<file path="config.mk">
export PLATFORM = sky130hd
export DESIGN_NAME = cdq_carrier_qual
export DESIGN_NICKNAME = d
export VERILOG_FILES = /design/src/rtl/cdq_pkg.sv /design/src/rtl/cdq_seg_counter.sv /design/src/rtl/cdq_window_sum.sv /design/src/rtl/cdq_hold_timer.sv /design/src/rtl/cdq_carrier_qual.sv
export SDC_FILE = /design/constraint.sdc
export NUM_CORES = 1
export LEC_CHECK = 0
export CORE_ASPECT_RATIO = 0.5
export CORE_UTILIZATION = 30
export CTS_CLUSTER_DIAMETER = 200
export DETAILED_ROUTE_END_ITERATION = 10
export PLACE_DENSITY = 0.55
export SETUP_SLACK_MARGIN = 0.05
export SYNTH_ARGS = -nofsm -noshare
export SYNTH_HDL_FRONTEND = slang
export SYNTH_SLANG_ARGS = --single-unit
</file>
<file path="constraint.sdc">
create_clock -name clk -period 8.5 [get_ports clk]
set_input_delay 2.125 -clock clk [delete_from_list [all_inputs] [get_ports clk]]
set_output_delay 2.125 -clock clk [all_outputs]
set_load 0.005 [all_outputs]
</file>
<file path="src/rtl/cdq_pkg.sv">
package cdq_pkg;
  localparam int unsigned QUAL_NUM = 3;
  localparam int unsigned QUAL_DEN = 4;

  // Qualification test: hits / total >= QUAL_NUM / QUAL_DEN
  function automatic logic qual_met(input int unsigned hits, input int unsigned total);
    return (hits * QUAL_DEN) >= (total * QUAL_NUM);
  endfunction

  // Next fill level of a saturating segment count
  function automatic int unsigned fill_step(input int unsigned fill, input int unsigned limit);
    return (fill >= limit) ? limit : fill + 1;
  endfunction

  // Ring pointer advance with wrap
  function automatic int unsigned ptr_step(input int unsigned ptr, input int unsigned depth);
    return (ptr + 1 >= depth) ? 0 : ptr + 1;
  endfunction
endpackage

</file>
<file path="src/rtl/cdq_seg_counter.sv">
module cdq_seg_counter #(
  parameter int unsigned SEG_LEN = 1790,
  localparam int unsigned SEG_W = $clog2(SEG_LEN + 1)
) (
  input  logic             clk,
  input  logic             rst_n,
  input  logic             clr,
  input  logic             nrg,
  output logic             seg_end,
  output logic [SEG_W-1:0] seg_total
);
  logic [SEG_W-1:0] pos_q;
  logic [SEG_W-1:0] hits_q;

  assign seg_end   = !clr && (pos_q == SEG_W'(SEG_LEN - 1));
  assign seg_total = hits_q + SEG_W'(nrg);

  always_ff @(posedge clk or negedge rst_n) begin
    if (!rst_n) begin
      pos_q  <= '0;
      hits_q <= '0;
    end else if (clr || seg_end) begin
      pos_q  <= '0;
      hits_q <= '0;
    end else begin
      pos_q  <= pos_q + 1'b1;
      hits_q <= seg_total;
    end
  end
endmodule

</file>
<file path="src/rtl/cdq_window_sum.sv">
module cdq_window_sum
  import cdq_pkg::*;
#(
  parameter int unsigned SEG_LEN = 1790,
  parameter int unsigned NSEG    = 8,
  localparam int unsigned SEG_W  = $clog2(SEG_LEN + 1),
  localparam int unsigned SUM_W  = $clog2(SEG_LEN * NSEG + 1),
  localparam int unsigned FILL_W = $clog2(NSEG + 1),
  localparam int unsigned PTR_W  = (NSEG > 1) ? $clog2(NSEG) : 1
) (
  input  logic             clk,
  input  logic             rst_n,
  input  logic             clr,
  input  logic             seg_end,
  input  logic [SEG_W-1:0] seg_total,
  output logic             win_ok
);
  localparam int unsigned WIN_LEN = SEG_LEN * NSEG;

  logic [SEG_W-1:0]  ring_q [NSEG];
  logic [PTR_W-1:0]  ptr_q;
  logic [FILL_W-1:0] fill_q;
  logic [SUM_W-1:0]  sum_q;

  logic [SUM_W-1:0]  sum_next;
  logic [FILL_W-1:0] fill_next;
  logic [PTR_W-1:0]  ptr_next;

  always_comb begin
    sum_next  = sum_q - SUM_W'(ring_q[ptr_q]) + SUM_W'(seg_total);
    fill_next = FILL_W'(fill_step(int'(fill_q), NSEG));
    ptr_next  = PTR_W'(ptr_step(int'(ptr_q), NSEG));
  end

  assign win_ok = seg_end && (fill_next == FILL_W'(NSEG)) && qual_met(int'(sum_next), WIN_LEN);

  always_ff @(posedge clk or negedge rst_n) begin
    if (!rst_n) begin
      ptr_q  <= '0;
      fill_q <= '0;
      sum_q  <= '0;
    end else if (clr) begin
      ptr_q  <= '0;
      fill_q <= '0;
      sum_q  <= '0;
    end else if (seg_end) begin
      ptr_q  <= ptr_next;
      fill_q <= fill_next;
      sum_q  <= sum_next;
    end
  end

  for (genvar g = 0; g < NSEG; g++) begin : g_slot
    always_ff @(posedge clk or negedge rst_n) begin
      if (!rst_n)
        ring_q[g] <= '0;
      else if (clr)
        ring_q[g] <= '0;
      else if (seg_end && ptr_q == PTR_W'(g))
        ring_q[g] <= seg_total;
    end
  end
endmodule

</file>
<file path="src/rtl/cdq_hold_timer.sv">
module cdq_hold_timer #(
  parameter int unsigned HOLD_CYC = 28636,
  localparam int unsigned HOLD_W = $clog2(HOLD_CYC + 1)
) (
  input  logic clk,
  input  logic rst_n,
  input  logic run,
  input  logic nrg,
  output logic hold_expire
);
  logic [HOLD_W-1:0] absent_q;

  assign hold_expire = run && !nrg && (absent_q == HOLD_W'(HOLD_CYC - 1));

  always_ff @(posedge clk or negedge rst_n) begin
    if (!rst_n)
      absent_q <= '0;
    else if (!run || nrg || hold_expire)
      absent_q <= '0;
    else
      absent_q <= absent_q + 1'b1;
  end
endmodule

</file>
<file path="src/rtl/cdq_carrier_qual.sv">
module cdq_carrier_qual #(
  parameter int unsigned SEG_LEN  = 1790,
  parameter int unsigned NSEG     = 8,
  parameter int unsigned HOLD_CYC = 28636,
  localparam int unsigned SEG_W   = $clog2(SEG_LEN + 1)
) (
  input  logic clk,
  input  logic rst_n,
  input  logic pwdn,
  input  logic fsk_en,
  input  logic nrg,
  output logic cd_n,
  output logic data_gate
);
  logic             active_q;
  logic             idle;
  logic             win_clr;
  logic             seg_end;
  logic [SEG_W-1:0] seg_total;
  logic             win_ok;
  logic             hold_run;
  logic             hold_expire;

  assign idle     = pwdn || !fsk_en;
  assign win_clr  = idle || active_q;
  assign hold_run = active_q && !idle;

  cdq_seg_counter #(.SEG_LEN(SEG_LEN)) u_seg (
    .clk(clk), .rst_n(rst_n), .clr(win_clr), .nrg(nrg),
    .seg_end(seg_end), .seg_total(seg_total)
  );

  cdq_window_sum #(.SEG_LEN(SEG_LEN), .NSEG(NSEG)) u_win (
    .clk(clk), .rst_n(rst_n), .clr(win_clr), .seg_end(seg_end),
    .seg_total(seg_total), .win_ok(win_ok)
  );

  cdq_hold_timer #(.HOLD_CYC(HOLD_CYC)) u_hold (
    .clk(clk), .rst_n(rst_n), .run(hold_run), .nrg(nrg),
    .hold_expire(hold_expire)
  );

  always_ff @(posedge clk or negedge rst_n) begin
    if (!rst_n)
      active_q <= 1'b0;
    else if (idle)
      active_q <= 1'b0;
    else if (!active_q && win_ok)
      active_q <= 1'b1;
    else if (active_q && hold_expire)
      active_q <= 1'b0;
  end

  assign cd_n      = !active_q;
  assign data_gate = active_q;
endmodule

</file>
==> impl_metrics.env, run 1 <==
export IMPL_crit_path_max_fanout=10
export IMPL_via_count=5678
export IMPL_layout_setup_ws_ns=2.45
export IMPL_routed_wl_um=18100
export IMPL_report_final_slew_viol_count=0
export IMPL_synth_cells=807
export IMPL_vdd_ir_drop_max_mv=0.146
export IMPL_worstPathCellList="clkdlybuf4s50_1 > ha_1 > and4_1 > and3_1 > nand2_1 > xor2_1 > fa_1 > inv_1 > ha_1 > and2_1 > o21ai_0 > a31oi_1 > o211a_1 > o21ai_0 > o31ai_1"
export IMPL_synth_ff_latch_count=147
export IMPL_layout_drive_gt1_share_pct=8.74
export IMPL_pin_count=7
export IMPL_synth_compound_area_share_pct=13.7
export IMPL_synthDistinctLibCells=53
export IMPL_dpl_worst_slack_ns=2.05
export IMPL_cp_required_ns=8.80
export IMPL_port_buffer_count=6
export IMPL_cts_made_buffers=17
export IMPL_synth_top_family_by_area="simple AND/OR/NAND/NOR gates"
export IMPL_synth_seq_area_share_pct=45.9
export IMPL_cts_tree="yes"
export IMPL_cts_hold_buf=0
export IMPL_setup_tns_ns=0
export IMPL_die_w_um=233
export IMPL_grt_pass1_wl_um=30400
export IMPL_met2_usage_pct=21.1
export IMPL_die_h_um=118
export IMPL_avgSynthCellArea_sq_um=9.93
export IMPL_area_growth_syn_to_layout_pct=11.3
export IMPL_grt_total_usage_pct=14.1
export IMPL_cp_top_family="compound AO/OA/AOI/OAI gates"
export IMPL_grt_overflow_total=0
export IMPL_final_common_cell="nor2_1"
export IMPL_postCtsSetupBuffers=0
export IMPL_p_leak_nw=3.69
export IMPL_synthMuxAreaShare_pct=7.30
export IMPL_viasPerCell=4.96
export IMPL_cts_root_buf="clkbuf_16"
export IMPL_hold_viol_final=0
export IMPL_grt_start_max_net_pins=108
export IMPL_relSlewSlack_pct=22.0
export IMPL_seqPwrFrac_pct=46.8
export IMPL_drc=0
export IMPL_start_util_pct=31.2
export IMPL_setup_viol=0
export IMPL_dpl_hpwl_um=11200
export IMPL_fin_skew_ns=0.0173
export IMPL_use_met1_pct=20.3
export IMPL_end_kind="flop"
export IMPL_clk_latency_ns=0.43
export IMPL_clk_pin_slew_ns=0.06
export IMPL_fin_crit_ns=6.05
export IMPL_finalCritPeriodShare_pct=71.2
export IMPL_grt_pass1_vias=5616
export IMPL_max_cap_viol_count=0
export IMPL_ant_nets=0
export IMPL_netlist_area_sq_um=8020
export IMPL_yosysWarnings=0
export IMPL_combPwrFrac_pct=3.4
export IMPL_timing_critical_path_from_type="primary input"
export IMPL_numClockSinks=147
export IMPL_wire_per_inst_um=15.8
export IMPL_dr_first_iter_drc_count=391
export IMPL_syn_nets=850
export IMPL_mostFrequentLayoutCells="149 x nor2_1, 147 x dfrtp_1, 81 x a211oi_1, 67 x nand2_1, 50 x inv_1"
export IMPL_cp_arrival_ns=6.35
export IMPL_synthArstFlopShare_pct=100
export IMPL_crit_type="in -> reg"
export IMPL_power_density_nw_per_um2=168
export IMPL_worst_slew_pin_slew_ns=1.17
export IMPL_die_area_sq_um=27400
export IMPL_p_int_mw=1.14
export IMPL_htreeDepth=4
export IMPL_nNetsFinal=832
export IMPL_cp_buffers_inverters=2
export IMPL_min_path_type="reg -> reg"
export IMPL_firstDrtPassIters=5
export IMPL_clk_path_buf_depth=2
export IMPL_synthFlopType="dfrtp_1"
export IMPL_slowest_delay_ns=0.77
export IMPL_gp_congestion=0.794
export IMPL_rows=41
export IMPL_core_sq_um=25700
export IMPL_power_switching_uw=361
export IMPL_critPathSlowestCell="xor2_1"
export IMPL_max_freq_mhz=165
export IMPL_yosys_area_share_simple_pct=16.7
export IMPL_synth_xor_area_share_pct=4.15
export IMPL_outcome="finished clean"
export IMPL_busiest_layer="met2"
export IMPL_antenna_diode_count=0
export IMPL_finalPower_mw=1.50
export IMPL_pwr_share_clk_pct=49.7
export IMPL_synth_edf_count=0
export IMPL_nFillCells=2574
export IMPL_synth_fa_ha_area_share_pct=6.96
export IMPL_met3_usage_pct=3.29
export IMPL_antenna_found_initial=0
export IMPL_cts_resized=0
export IMPL_rsz0062_at_grt="no"
export IMPL_switching_share_pct=24.1
==> metal layers <==
metal / routed length (um) / vias to the layer above
met2: 8250 / 85
met3: 872 / 8
met1: 8830 / 2807
li1: - / 2778
met4: 116 / 0
met5: 0 / -
==> flip-flops by register name, summed over array words and instances (netlist names) <==
register / count
u_win.fill_q: 4
u_win.ring_q: 88
u_win.sum_q: 14
u_win.ptr_q: 3
u_seg.hits_q: 11
u_seg.pos_q: 11
u_hold.absent_q: 15
data_gate: 1
==> path summary, 6_finish.rpt <==
check,startpoint,endpoint,slack (ns),cells after the start
min in group asynchronous,rst_n,u_win.ring_q[51]$_DFFE_PN0P_,1.77,1
min reg2reg,u_hold.absent_q[0]$_DFF_PN0_,u_hold.absent_q[0]$_DFF_PN0_,0.47,1
max reg2reg,u_win.ptr_q[2]$_DFFE_PN0P_,data_gate$_DFFE_PN0P_,4.27,13
max in group asynchronous,rst_n,u_hold.absent_q[2]$_DFF_PN0_,5.40,2
max,nrg,u_win.sum_q[13]$_DFFE_PN0P_,2.45,15
min,u_hold.absent_q[0]$_DFF_PN0_,u_hold.absent_q[0]$_DFF_PN0_,0.47,1
==> cell usage after synthesis (2+ instances only) <==
master / instances / share of area, %
nand4_1: 5 / 0.39
o211a_1: 2 / 0.25
buf_1: 3 / 0.14
o211ai_1: 3 / 0.28
nand2b_1: 3 / 0.23
nor2_1: 149 / 7.0
buf_2: 16 / 1.0
or3_1: 4 / 0.31
a21oi_1: 29 / 1.8
and2_1: 6 / 0.47
and4_1: 2 / 0.22
a211o_1: 2 / 0.22
mux4_2: 22 / 6.2
a211oi_1: 81 / 7.6
ha_1: 27 / 4.2
nand3b_1: 3 / 0.28
xor2_1: 24 / 2.6
nand3_1: 22 / 1.4
inv_1: 50 / 2.3
o21ai_0: 9 / 0.56
a311oi_1: 4 / 0.44
buf_4: 6 / 0.56
and3_1: 17 / 1.3
o311ai_0: 3 / 0.33
a21o_1: 5 / 0.47
nor3b_1: 3 / 0.28
nor4b_1: 2 / 0.22
fa_1: 11 / 2.7
nor4_2: 2 / 0.31
xnor2_1: 14 / 1.5
nor2b_1: 2 / 0.16
mux2i_1: 9 / 1.1
dfrtp_1: 147 / 46
o31ai_1: 2 / 0.19
nor3_1: 6 / 0.37
clkbuf_1: 24 / 1.1
a31oi_1: 4 / 0.31
nand2_1: 67 / 3.1
o21a_1: 3 / 0.28
==> worst register-to-register path: cells and delay by family (launching register included) <==
kind,cells,cell delay (ns)
AOI/OAI and AO/OA,5,0.91
adders and majority gates,2,0.86
buffers and inverters,2,0.60
DFF,1,0.82
and+or+nand+nor,4,0.94
==> power groups by stage <==
stage	sequential [mW]	clock [mW]	combinational, mW
2_1_floorplan	0.714	0	0.0280
6_report	0.701	0.744	0.0515
5_1_grt	0.701	0.792	0.0590
4_1_cts	0.701	0.761	0.0533
3_5_place_dp	0.714	0	0.0529
3_3_place_gp	0.714	0	0.0523
==> metrics by stage <==
step	cells	util, %	instance area [sq um]	hold slack (ns)
floorplan	807	-	8020	0.430
global placement	1114	32.5	8340	0.451
global route	1145	34.7	8920	0.487
detailed placement	1114	32.5	8340	0.457
CTS	1145	34.7	8920	0.465
finish	1145	34.7	8920	0.465
==> final cells by class <==
type | instances | area [sq um] | area share (%)
inverter | 50 | 188 | 2.10
multi-input combinational | 560 | 3930 | 44.1
tap | 344 | 430 | 4.83
clock inverter | 12 | 123 | 1.37
timing repair buffer | 13 | 114 | 1.28
clock buffer | 19 | 453 | 5.08
sequential | 147 | 3680 | 41.2
==> cells by family (layout without fill, tap and decap cells) <==
kind of cell             Yosys count  count (layout)
AND/OR/NAND/NOR                  298             298
AO/OA/AOI/OAI                    155             155
flip-flops                       147             147
buffers and inverters            100              94
adder cells (fa/ha/maj)           38              38
XOR/XNOR                          38              38
multiplexers                      31              31
No activity file was read; power rests on OpenSTA's default activity.
==> run 2: changes to the inputs <==
--- a/config.mk
+++ b/config.mk
@@ -9,7 +9,7 @@
 export CORE_UTILIZATION = 30
 export CTS_CLUSTER_DIAMETER = 200
 export DETAILED_ROUTE_END_ITERATION = 10
-export PLACE_DENSITY = 0.55
+export PLACE_DENSITY = 0.56
 export SETUP_SLACK_MARGIN = 0.05
 export SYNTH_ARGS = -nofsm -noshare
 export SYNTH_HDL_FRONTEND = slang
==> constraint.sdc (replaced) <==
create_clock -name clk -period 5 [get_ports clk]
set_input_delay 1.25 -clock clk [delete_from_list [all_inputs] [get_ports clk]]
set_output_delay 1.25 -clock clk [all_outputs]
set_load 0.005 [all_outputs]
==> impl_metrics.env, run 2 (same netlist as run 1, synthesis figures left out) <==
export IMPL_finalPower_mw=2.53
export IMPL_area_growth_syn_to_layout_pct=13.1
export IMPL_p_int_mw=1.91
export IMPL_firstDrtPassIters=4
export IMPL_crit_type="in -> reg"
export IMPL_timing_critical_path_from_type="primary input"
export IMPL_cts_made_buffers=17
export IMPL_outcome="finished clean"
export IMPL_gp_congestion=0.813
export IMPL_dpl_worst_slack_ns=0.124
export IMPL_multiInputGateArea_sq_um=3930
export IMPL_placed_cells=1134
export IMPL_nNetsFinal=852
export IMPL_start_util_pct=31.2
export IMPL_clk_pin_slew_ns=0.06
export IMPL_port_buffer_count=6
export IMPL_grt_start_max_net_pins=108
export IMPL_grt_overflow_total=0
export IMPL_dpl_hpwl_um=11800
export IMPL_setup_tns_ns=0
export IMPL_clk_path_buf_depth=2
export IMPL_postCtsSetupBuffers=0
export IMPL_seqPwrFrac_pct=47.1
export IMPL_pin_count=7
export IMPL_vdd_ir_drop_max_mv=0.223
export IMPL_drc=0
export IMPL_antenna_diode_count=0
export IMPL_ant_nets=0
export IMPL_cp_arrival_ns=4.81
export IMPL_min_path_type="reg -> reg"
export IMPL_die_w_um=233
export IMPL_regArea_sq_um=3680
export IMPL_end_kind="flop"
export IMPL_grt_total_usage_pct=14.3
export IMPL_power_density_nw_per_um2=279
export IMPL_max_freq_mhz=224
export IMPL_switching_share_pct=24.4
export IMPL_mostFrequentLayoutCells="149 x nor2_1, 147 x dfrtp_1, 81 x a211oi_1, 67 x nand2_1, 50 x inv_1"
export IMPL_reg_top3="u_win.ring_q: 88 flops, u_hold.absent_q: 15 flops, u_win.sum_q: 14 flops"
export IMPL_hold_viol_final=0
export IMPL_fin_util_pct=35.3
export IMPL_antenna_found_initial=0
export IMPL_final_common_cell="nor2_1"
export IMPL_power_switching_uw=618
export IMPL_dpl_instance_area_sq_um=8490
export IMPL_nFillCells=2533
export IMPL_pwr_share_clk_pct=49.4
export IMPL_largest_register_ffs=88
export IMPL_core_sq_um=25700
export IMPL_numClockSinks=147
export IMPL_rsz0062_at_grt="no"
export IMPL_routed_wl_um=18100
export IMPL_viasPerCell=4.95
export IMPL_cts_tree="yes"
export IMPL_relSlewSlack_pct=21.3
export IMPL_grt_pass1_wl_um=30900
export IMPL_wire_per_inst_um=15.6
export IMPL_finalCritPeriodShare_pct=89.1
export IMPL_stdcell_count=1166
export IMPL_clk_latency_ns=0.43
export IMPL_top_register="u_win.ring_q"
export IMPL_crit_path_max_fanout=3
export IMPL_worst_slew_pin_slew_ns=1.18
export IMPL_die_h_um=118
export IMPL_die_area_sq_um=27400
export IMPL_via_count=5776
export IMPL_fin_crit_ns=4.46
export IMPL_max_cap_viol_count=0
export IMPL_dr_first_iter_drc_count=367
export IMPL_layout_drive_gt1_share_pct=11.1
export IMPL_fin_skew_ns=0.00957
export IMPL_setup_viol=0
export IMPL_worst_hold_slack_ns=0.470
export IMPL_cts_hold_buf=0
export IMPL_rows=41
export IMPL_layout_setup_ws_ns=0.545
export IMPL_p_leak_nw=3.79
export IMPL_cp_required_ns=5.35
export IMPL_htreeDepth=4
export IMPL_cts_root_buf="clkbuf_16"
export IMPL_grt_pass1_vias=5871
export IMPL_cts_resized=0
export IMPL_combPwrFrac_pct=3.6
export IMPL_report_final_slew_viol_count=0
export IMPL_fin_area_sq_um=9070
[run 2: power groups by stage]
stage / logic [mW] / clock network [mW] / registers, mW
floorplan: 0.0475 / 0 / 1.21
global placement: 0.0907 / 0 / 1.21
detailed placement: 0.0924 / 0 / 1.21
CTS: 0.0929 / 1.28 / 1.19
global route: 0.103 / 1.34 / 1.19
finish: 0.0899 / 1.25 / 1.19
[run 2: area by class of cell]
type,count,area share [%]
Multi-Input combinational cell,560,43.4
Clock inverter,15,1.61
Sequential cell,147,40.6
Tap cell,344,4.75
Inverter,50,2.07
Timing Repair Buffer,33,2.91
Clock buffer,17,4.69
[run 2: per-layer routing]
metal	global-route usage, %	wire [um]	vias to the layer above
met4	3.72	140	0
met5	0	0	-
met1	19.1	8680	2853
li1	-	-	2830
met2	23.1	8640	83
met3	3.73	671	10
[run 2: critical path, stage by stage]
cell and delay (ns):
clkdlybuf4s50_1 0.53, ha_1 0.24, and4_1 0.23, nand2_1 0.07, xor2_1 0.17, fa_1 0.50, inv_1 0.05, ha_1 0.30
o21a_1 0.21, o21ai_0 0.23, a211oi_1 0.12, or4_4 0.50, a31oi_1 0.17, nand3_1 0.11, o211ai_2 0.14
[run 2: path summary, 6_finish.rpt]
| path | depth (start not counted) | to | slack [ns] | start |
|---|---|---|---|---|
| hold reg to reg | 1 | u_hold.absent_q[0]$_DFF_PN0_ | 0.47 | u_hold.absent_q[0]$_DFF_PN0_ |
| max in group asynchronous | 2 | u_seg.hits_q[9]$_DFF_PN0_ | 3.21 | rst_n |
| min in group asynchronous | 1 | u_win.ring_q[85]$_DFFE_PN0P_ | 0.81 | rst_n |
| setup reg to reg | 14 | data_gate$_DFFE_PN0P_ | 0.89 | u_win.ptr_q[0]$_DFFE_PN0P_ |
| setup / recovery | 15 | data_gate$_DFFE_PN0P_ | 0.54 | nrg |
| hold / removal | 1 | u_hold.absent_q[0]$_DFF_PN0_ | 0.47 | u_hold.absent_q[0]$_DFF_PN0_ |
==> run 3: changes to the inputs <==
--- a/config.mk
+++ b/config.mk
@@ -9,6 +9,7 @@
 export CORE_UTILIZATION = 30
 export CTS_CLUSTER_DIAMETER = 200
 export DETAILED_ROUTE_END_ITERATION = 10
+export MAX_ROUTING_LAYER = met4
 export PLACE_DENSITY = 0.56
 export SETUP_SLACK_MARGIN = 0.05
 export SYNTH_ARGS = -nofsm -noshare
==> impl_metrics.env, run 3 (same netlist as run 1, synthesis figures left out) <==
export IMPL_use_met1_pct=19.1
export IMPL_final_common_cell="nor2_1"
export IMPL_placed_cells=1134
export IMPL_ant_nets=0
export IMPL_rsz0062_at_grt="no"
export IMPL_die_w_um=233
export IMPL_wire_per_inst_um=15.6
export IMPL_core_sq_um=25700
export IMPL_cts_resized=0
export IMPL_clk_path_buf_depth=2
export IMPL_r2r_start="u_win.ptr_q[0]$_DFFE_PN0P_"
export IMPL_via_count=5816
export IMPL_antenna_diode_count=0
export IMPL_stdcell_count=1166
export IMPL_fin_skew_ns=0.0104
export IMPL_hold_viol_final=0
export IMPL_routed_wl_um=18200
export IMPL_crit_end="data_gate$_DFFE_PN0P_"
export IMPL_min_path_type="reg -> reg"
export IMPL_grt_total_usage_pct=14.8
export IMPL_vdd_ir_drop_max_mv=0.227
export IMPL_fin_area_sq_um=9070
export IMPL_fin_util_pct=35.3
export IMPL_dpl_instance_area_sq_um=8490
export IMPL_timing_critical_path_from_type="primary input"
export IMPL_rows=41
export IMPL_antenna_found_initial=0
export IMPL_crit_type="in -> reg"
export IMPL_pin_count=7
export IMPL_largest_register_ffs=88
export IMPL_cts_hold_buf=0
export IMPL_gp_congestion=0.825
export IMPL_p_leak_nw=3.79
export IMPL_layout_drive_gt1_share_pct=11.1
export IMPL_met2_usage_pct=23.1
export IMPL_grt_overflow_total=0
export IMPL_outcome="finished clean"
export IMPL_die_h_um=118
export IMPL_relSlewSlack_pct=22.1
export IMPL_cp_required_ns=5.30
export IMPL_cts_made_buffers=17
export IMPL_die_area_sq_um=27400
export IMPL_top_register="u_win.ring_q"
export IMPL_cts_tree="yes"
export IMPL_power_density_nw_per_um2=280
export IMPL_numClockSinks=147
export IMPL_mostFrequentLayoutCells="149 x nor2_1, 147 x dfrtp_1, 81 x a211oi_1, 67 x nand2_1, 50 x inv_1"
export IMPL_cp_arrival_ns=4.76
export IMPL_dr_first_iter_drc_count=359
export IMPL_r2r_end="data_gate$_DFFE_PN0P_"
export IMPL_firstDrtPassIters=4
export IMPL_drc=0
export IMPL_port_buffer_count=6
export IMPL_busiest_layer="met2"
export IMPL_grt_start_max_net_pins=108
export IMPL_whs_path_depth=1
export IMPL_max_cap_viol_count=0
export IMPL_nNetsFinal=852
export IMPL_end_kind="flop"
export IMPL_fin_crit_ns=4.45
export IMPL_postCtsSetupBuffers=0
export IMPL_clk_latency_ns=0.44
export IMPL_dpl_hpwl_um=11800
export IMPL_clk_pin_slew_ns=0.06
export IMPL_htreeDepth=4
export IMPL_worst_slew_pin_slew_ns=1.17
export IMPL_cts_root_buf="clkbuf_16"
export IMPL_viasPerCell=4.99
export IMPL_finalCritPeriodShare_pct=89.1
export IMPL_grt_pass1_wl_um=30900
export IMPL_max_freq_mhz=225
export IMPL_start_util_pct=31.2
export IMPL_nFillCells=2533
export IMPL_reg2reg_depth=14
export IMPL_grt_pass1_vias=5890
export IMPL_worst_hold_slack_ns=0.471
export IMPL_area_growth_syn_to_layout_pct=13.1
export IMPL_crit_start="nrg"
export IMPL_setup_viol=0
export IMPL_setup_tns_ns=0
export IMPL_crit_path_max_fanout=5
export IMPL_report_final_slew_viol_count=0
export IMPL_r2r_slack_ns=0.88
export IMPL_reg_top3="u_win.ring_q: 88 flops, u_hold.absent_q: 15 flops, u_win.sum_q: 14 flops"
export IMPL_met3_usage_pct=3.29
[run 3: cell counts in the layout (fill, tap and decap cells not counted)]
No cell type changed its count.
[run 3: layer usage]
| metal | routed length (um) | part of all wire [%] |
|---|---|---|
| met4 | 225 | 1.2 |
| met1 | 8770 | 48 |
| met3 | 530 | 2.9 |
| met5 | 0 | 0 |
| met2 | 8680 | 48 |
[run 3: final cells by class]
class,instances,area [sq um],share of cell area [%]
clock inverters,15,146,1.61
well taps,344,430,4.75
clock buffers,17,425,4.69
multi-input cells,560,3930,43.4
flip-flops and latches,147,3680,40.6
repair buffers,33,264,2.91
inverters,50,188,2.07
[run 3: how the worst min path moves through the flow]
stage	from	end	slack (ns)
after detailed placement	u_hold.absent_q[0]$_DFF_PN0_	u_hold.absent_q[0]$_DFF_PN0_	0.47
final	u_hold.absent_q[0]$_DFF_PN0_	u_hold.absent_q[0]$_DFF_PN0_	0.47
after floorplan	u_hold.absent_q[0]$_DFF_PN0_	u_hold.absent_q[0]$_DFF_PN0_	0.43
after CTS	u_hold.absent_q[0]$_DFF_PN0_	u_hold.absent_q[0]$_DFF_PN0_	0.47
after global routing	u_hold.absent_q[0]$_DFF_PN0_	u_hold.absent_q[0]$_DFF_PN0_	0.49
after global placement	u_hold.absent_q[0]$_DFF_PN0_	u_hold.absent_q[0]$_DFF_PN0_	0.45
[run 3: report_power, final]
group | leakage, nW | total [mW] | internal (mW) | switching, mW
Sequential | 2.05 | 1.19 | 1.19 | 0.00137
Combinational | 1.46 | 0.0901 | 0.0240 | 0.0661
Clock | 0.280 | 1.25 | 0.698 | 0.555
[run 3: stage by stage]
step	setup slack, ns	power, mW
floorplan	0.519	1.26
global placement	0.199	1.30
detailed placement	0.124	1.31
CTS	0.546	2.57
global route	0.300	2.63
finish	0.547	2.53
[run 3: worst max-delay path, stage by stage]
cell and delay, ns:
clkdlybuf4s50_1 0.53, ha_1 0.20, nand2_1 0.10, nor2_1 0.26, nand3_1 0.15, xor2_1 0.18, fa_1 0.49, inv_1 0.04
ha_1 0.34, a21o_1 0.18, a21oi_1 0.30, nor3b_1 0.28, nand3_1 0.10, and4_1 0.17, nand3_1 0.09, o211ai_2 0.09
